File: src/rtl/los_pkg.sv
// Shared types for the loss-of-signal monitor.
// Assumes: one classification per clock cycle.
package los_pkg;

    // Kind of bit seen by the phase-detector sampler in one cycle.
    typedef enum logic [1:0] {
        CLS_NONE = 2'b00,   // no valid sample this cycle
        CLS_EDGE = 2'b01,   // centre samples differ: a data edge
        CLS_FLAT = 2'b10,   // all three samples agree: no edge
        CLS_SLIP = 2'b11    // centre samples agree, edge sample disagrees
    } bit_cls_e;

endpackage

File: src/rtl/los_bit_classify.sv
// Sorts each sampled bit into edge, flat, slip or none.
// Assumes: the samples are stable in the cycle that smp_vld is high.
module los_bit_classify
    import los_pkg::*;
(
    input  logic     vld,
    input  logic     a,
    input  logic     t,
    input  logic     b,
    output bit_cls_e cls
);

    // Decode the three samples; the edge decision takes priority over T.
    always_comb begin
        if (!vld) begin
            cls = CLS_NONE;
        end else if (a != b) begin
            cls = CLS_EDGE;
        end else if (t != a) begin
            cls = CLS_SLIP;
        end else begin
            cls = CLS_FLAT;
        end
    end

endmodule

File: src/rtl/los_win_tally.sv
// Counts error bits over fixed windows of valid bits and reports the
// total of each window with a one-cycle strobe.
// Assumes: WIN_BITS >= 2; CNT_W can hold WIN_BITS.
module los_win_tally
    import los_pkg::*;
#(
    parameter int WIN_BITS = 4096,
    parameter int CNT_W    = 13
) (
    input  logic             clk,
    input  logic             rst_n,
    input  bit_cls_e         cls,
    output logic             win_done,
    output logic [CNT_W-1:0] win_errs
);

    localparam logic [CNT_W-1:0] LAST_BIT = CNT_W'(WIN_BITS - 1);

    logic [CNT_W-1:0] bit_cnt;
    logic [CNT_W-1:0] err_cnt;
    logic [CNT_W-1:0] err_next;
    logic             bit_in;
    logic             err_in;

    assign bit_in   = (cls != CLS_NONE);
    assign err_in   = (cls == CLS_SLIP);
    assign err_next = err_cnt + {{(CNT_W-1){1'b0}}, err_in};

    // Advance the window on each valid bit; close and report at the last bit.
    always_ff @(posedge clk) begin
        if (!rst_n) begin
            bit_cnt  <= '0;
            err_cnt  <= '0;
            win_done <= 1'b0;
            win_errs <= '0;
        end else begin
            win_done <= 1'b0;
            if (bit_in) begin
                if (bit_cnt == LAST_BIT) begin
                    bit_cnt  <= '0;
                    err_cnt  <= '0;
                    win_done <= 1'b1;
                    win_errs <= err_next;
                end else begin
                    bit_cnt  <= bit_cnt + 1'b1;
                    err_cnt  <= err_next;
                end
            end
        end
    end


    idle_holds_chk: assert property (@(posedge clk) disable iff (!rst_n)
        (cls == CLS_NONE) |=> ($stable(bit_cnt) && $stable(err_cnt)));


    err_le_bits_chk: assert property (@(posedge clk) disable iff (!rst_n)
        err_cnt <= bit_cnt);


    done_pulse_chk: assert property (@(posedge clk) disable iff (!rst_n)
        win_done |=> !win_done);

endmodule

File: src/rtl/los_quiet_watch.sv
// Flags lack of activity: QUIET_BITS valid bits in a row with no edge
// between the centre samples.
// Assumes: QUIET_BITS >= 1; the run counter saturates at the limit.
module los_quiet_watch
    import los_pkg::*;
#(
    parameter int QUIET_BITS = 256
) (
    input  logic     clk,
    input  logic     rst_n,
    input  bit_cls_e cls,
    output logic     quiet
);

    localparam int               RUN_W   = $clog2(QUIET_BITS + 1);
    localparam logic [RUN_W-1:0] RUN_MAX = RUN_W'(QUIET_BITS);

    logic [RUN_W-1:0] run_cnt;

    // Restart on an edge, extend on a flat or slip bit, hold otherwise.
    always_ff @(posedge clk) begin
        if (!rst_n) begin
            run_cnt <= '0;
        end else if (cls == CLS_EDGE) begin
            run_cnt <= '0;
        end else if ((cls != CLS_NONE) && (run_cnt != RUN_MAX)) begin
            run_cnt <= run_cnt + 1'b1;
        end
    end

    assign quiet = (run_cnt == RUN_MAX);


    edge_restart_chk: assert property (@(posedge clk) disable iff (!rst_n)
        (cls == CLS_EDGE) |=> (run_cnt == '0));


    run_sat_chk: assert property (@(posedge clk) disable iff (!rst_n)
        run_cnt <= RUN_MAX);

endmodule

File: src/rtl/los_monitor.sv
// Loss-of-signal monitor: combines the windowed error count (with
// hysteresis) and the activity check into one registered alarm.
// Assumes: CLEAR_CNT <= RAISE_CNT < WIN_BITS; alarm is set by reset.
module los_monitor
    import los_pkg::*;
#(
    parameter int WIN_BITS   = 4096,
    parameter int RAISE_CNT  = 204,
    parameter int CLEAR_CNT  = 4,
    parameter int QUIET_BITS = 256
) (
    input  logic clk,
    input  logic rst_n,
    input  logic smp_vld,
    input  logic smp_a,
    input  logic smp_t,
    input  logic smp_b,
    output logic los_alarm
);

    localparam int               CNT_W   = $clog2(WIN_BITS + 1);
    localparam logic [CNT_W-1:0] RAISE_V = CNT_W'(RAISE_CNT);
    localparam logic [CNT_W-1:0] CLEAR_V = CNT_W'(CLEAR_CNT);

    bit_cls_e         cls;
    logic             win_done;
    logic [CNT_W-1:0] win_errs;
    logic             quiet;
    logic             alarm_q;

    los_bit_classify u_cls (
        .vld (smp_vld),
        .a   (smp_a),
        .t   (smp_t),
        .b   (smp_b),
        .cls (cls)
    );

    los_win_tally #(
        .WIN_BITS (WIN_BITS),
        .CNT_W    (CNT_W)
    ) u_tally (
        .clk      (clk),
        .rst_n    (rst_n),
        .cls      (cls),
        .win_done (win_done),
        .win_errs (win_errs)
    );

    los_quiet_watch #(
        .QUIET_BITS (QUIET_BITS)
    ) u_quiet (
        .clk   (clk),
        .rst_n (rst_n),
        .cls   (cls),
        .quiet (quiet)
    );

    // Alarm register: activity loss first, then the window decision.
    always_ff @(posedge clk) begin
        if (!rst_n) begin
            alarm_q <= 1'b1;
        end else if (quiet) begin
            alarm_q <= 1'b1;
        end else if (win_done) begin
            if (win_errs > RAISE_V) begin
                alarm_q <= 1'b1;
            end else if (win_errs < CLEAR_V) begin
                alarm_q <= 1'b0;
            end
        end
    end

    assign los_alarm = alarm_q;


    alarm_move_chk: assert property (@(posedge clk) disable iff (!rst_n)
        (alarm_q != $past(alarm_q)) |-> ($past(win_done) || $past(quiet)));


    raise_chk: assert property (@(posedge clk) disable iff (!rst_n)
        ($past(win_done) && ($past(win_errs) > RAISE_V)) |-> alarm_q);


    drop_chk: assert property (@(posedge clk) disable iff (!rst_n)
        ($past(win_done) && ($past(win_errs) < CLEAR_V) && !$past(quiet))
        |-> !alarm_q);


    quiet_raise_chk: assert property (@(posedge clk) disable iff (!rst_n)
        $past(quiet) |-> alarm_q);

endmodule

File: config.mk
export PLATFORM = sky130hd
export DESIGN_NAME = los_monitor
export DESIGN_NICKNAME = d
export VERILOG_FILES = /design/src/rtl/los_pkg.sv /design/src/rtl/los_bit_classify.sv /design/src/rtl/los_win_tally.sv /design/src/rtl/los_quiet_watch.sv /design/src/rtl/los_monitor.sv
export SDC_FILE = /design/constraint.sdc
export NUM_CORES = 1
export LEC_CHECK = 0
export ABC_AREA = 1
export BUFFER_PORTS_ARGS = -buffer_cell sky130_fd_sc_hd__buf_2
export CAP_MARGIN = 20
export CORE_MARGIN = 1.5
export CORE_UTILIZATION = 61
export DETAILED_ROUTE_END_ITERATION = 12
export PLACE_DENSITY = 0.87
export SYNTH_ARGS = -nofsm -noshare
export SYNTH_HDL_FRONTEND = slang
export SYNTH_SLANG_ARGS = --single-unit
File: constraint.sdc
create_clock -name clk -period 2.3 [get_ports clk]
set_clock_uncertainty 0.1 [all_clocks]
set_input_delay 0.345 -clock clk [delete_from_list [all_inputs] [get_ports clk]]
set_output_delay 0.345 -clock clk [all_outputs]
set_load 0.05 [all_outputs]
==> flow_metrics.tcl <==
set metrics [dict create \
    outcome "finished clean" \
    timing.rr.start "u_tally.bit_cnt[0]" \
    synth_top_area_frac 0.390 \
    critPathLaunch "u_tally.bit_cnt[0]" \
    syn_avg_cell_area_um2 6.71 \
    cts-root-buf "clkbuf_8" \
    yosysWarnings 0 \
    clkLatencyLatePin_ps 310 \
    power_frac_seq 0.516 \
    core-area_um2 4030 \
    totalNegativeSetupSlack_ps 0 \
    critPathBufInv 0 \
    worstMarginPinSlew_ps 526 \
    ir_drop_uv 418 \
    dp_hpwl_mm 3.75 \
    post-route-min-period_ps 1960 \
    slew_headroom 0.649 \
    synth_nets 393 \
    die_x_um 67.8 \
    start_util 0.637 \
    p_comb_frac 0.043 \
    routabilityCongestion 0.877 \
    max_stage_delay_ps 410 \
    grt_overflow_total 0 \
    drv_cap 0 \
    ff2ff_setup_slack_ps 340 \
    synth_cells 382 \
    grt_pass1_wl_mm 9.18 \
    synth-seq-cells 50 \
    track_usage 0.263 \
    wl_per_cell_um 12.0 \
    drive_gt1_frac 0.0816 \
    ctsHtreeMaxLevel 2 \
    internal-power_mw 1.36 \
    first_pass_iters 4 \
    clk_pin_slew_ps 90 \
    leakagePower_nw 1.07 \
    num_rows 23 \
    n_antenna_cell 0 \
    postCtsHoldBufs 0 \
    clockBufferDepth 2 \
    critical-path-top-delay-family "simple AND/OR/NAND/NOR gates" \
    ys_seq_area_frac 0.390 \
    antenna_found_initial 0 \
    drt_iter0_drc 121 \
    setup_viol 0 \
    netSwitchingPower_mw 0.345 \
    pin_count 7 \
    synthTopCellsByArea "dfxtp_1, nand2_1, nor2_1" \
    crit_chain "ha_1 -> nand4_1 -> nor3_2 -> nand3_2 -> nand2_1 -> nor2_1" \
    worstHoldStart "rst_n" \
    clock-sinks 50 \
    grt_max_degree 22 \
    numPortBuffers 6 \
    vias 2373 \
    numCtsBuffers 5 \
    routed_wl_mm 5.29 \
    crit_path_end_kind "flip-flop" \
    switching_share 0.203 \
    layout.nets 402 \
    yosysTopAreaCell "dfxtp_1" \
    cp_slowest_cell "dfxtp_1" \
    powerDensity_nw_per_um2 612 \
    rsz0062_at_grt "no" \
    die_h_um 67.8 \
    syn_area_um2 2560 \
    hp-class "input port to flip-flop" \
    crit_type "flip-flop to flip-flop" \
    post_cts_resized 0 \
    critical_path_arrival_ps 2060 \
    dieArea_um2 4600 \
    ys_types 28 \
    finalPower_mw 1.70 \
    cts_tree "built" \
    fmax_mhz 510 \
    viasPerCell 5.37 \
    worst-path-max-fanout 12 \
    grt_pass1_vias 2211 \
    fin_crit_sh 0.853 \
    drc_errors 0 \
    cp-start-kind "flip-flop" \
    area_growth_pct 8.34 \
    drv_slew 0 \
    hold_viol 0 \
    cp.required_ps 2400 \
    clockPowerShare 0.441 \
    cts_setup_buffers 0 \
    antenna_left 0 \
]
-- layer usage --
| metal | global-route usage | share of wire |
|---|---|---|
| met4 | 0.113 | 0.013 |
| met3 | 0.0592 | 0.037 |
| met5 | 0 | 0 |
| met1 | 0.316 | 0.46 |
| met2 | 0.452 | 0.49 |
-- cells in the mapped netlist --
library cell / number
o22ai_1: 1
nand3b_1: 1
nand4_1: 13
nor3_4: 1
o21bai_1: 1
nor2_4: 1
o21a_1: 1
or2_0: 1
inv_1: 37
nor2_2: 2
nor3_1: 5
xnor2_1: 3
ha_1: 5
buf_6: 2
a21oi_1: 23
dfxtp_1: 50
nor3_2: 1
buf_2: 2
nand3_1: 36
clkbuf_1: 3
nand3_2: 4
nand2_2: 4
xor2_1: 7
nand2_1: 116
nor2_1: 54
inv_2: 1
buf_4: 1
o21ai_0: 6
-- through the flow --
stage	instance area (um2)	setup slack (ps)	hold WS (ps)	util	std cells
after floorplan	2560	242	332	-	382
after global placement	2640	249	341	0.654	434
after detailed placement	2640	185	351	0.654	434
after CTS	2780	348	346	0.690	442
after global routing	2780	195	368	0.690	442
final	2780	339	348	0.690	442
-- power groups by stage --
stage	combinational, mW	clock [mW]	sequential (mW)
6_report	0.0731	0.751	0.877
3_5_place_dp	0.0719	0	0.898
3_3_place_gp	0.0703	0	0.897
5_1_grt	0.0812	0.791	0.879
2_1_floorplan	0.0520	0	0.896
4_1_cts	0.0723	0.759	0.877
-- worst register-to-register path, delay by kind of cell (launching register included) --
kind                       cells  cell delay, ps
adders and majority gates      1             250
DFF                            1             410
and+or+nand+nor                5            1100
-- logic make-up (layout without fill, tap and decap cells) --
family / after synthesis / in the layout / share of synthesized area
XOR/XNOR: 10 / 10 / 0.0341
buffers and inverters: 46 / 56 / 0.0756
AO/OA/AOI/OAI: 32 / 32 / 0.0649
adder cells (fa/ha/maj): 5 / 5 / 0.0244
AND/OR/NAND/NOR: 239 / 239 / 0.411
flip-flops: 50 / 50 / 0.390
-- flip-flops by register name (all words and copies together), names as in the netlist --
register	count
u_tally.bit_cnt	13
u_tally.win_errs	13
los_alarm	1
u_tally.err_cnt	13
u_tally.win_done	1
u_quiet.run_cnt	9
-- layout by cell type (no fill, tap or decap), drive strengths merged --
master	instances
nand2	120
nor2	57
dfxtp	50
nand3	40
inv	38
a21oi	23
nand4	13
buf	10
xor2	7
nor3	7
o21ai	6
clkbuf	6
ha	5
xnor2	3
bufinv	2
o21a	1
or2	1
nand3b	1
o21bai	1
o22ai	1
-- worst paths after layout --
path	end	cells after the start
worst max-delay path	u_tally.bit_cnt[3]	6
worst min-delay path	u_tally.win_errs[4]	3
worst max register to register	u_tally.bit_cnt[3]	6
worst min register to register	u_tally.win_errs[4]	2
-- layout make-up --
type	instances	area, um2
well taps	50	62.6
inverters	38	143
clock inverters	2	60.1
repair buffers	10	60.1
multi-input cells	286	1370
flip-flops and latches	50	1000
clock buffers	6	82.6
fillers	330	1250
Note: power is estimated with default switching activity, not from simulation.
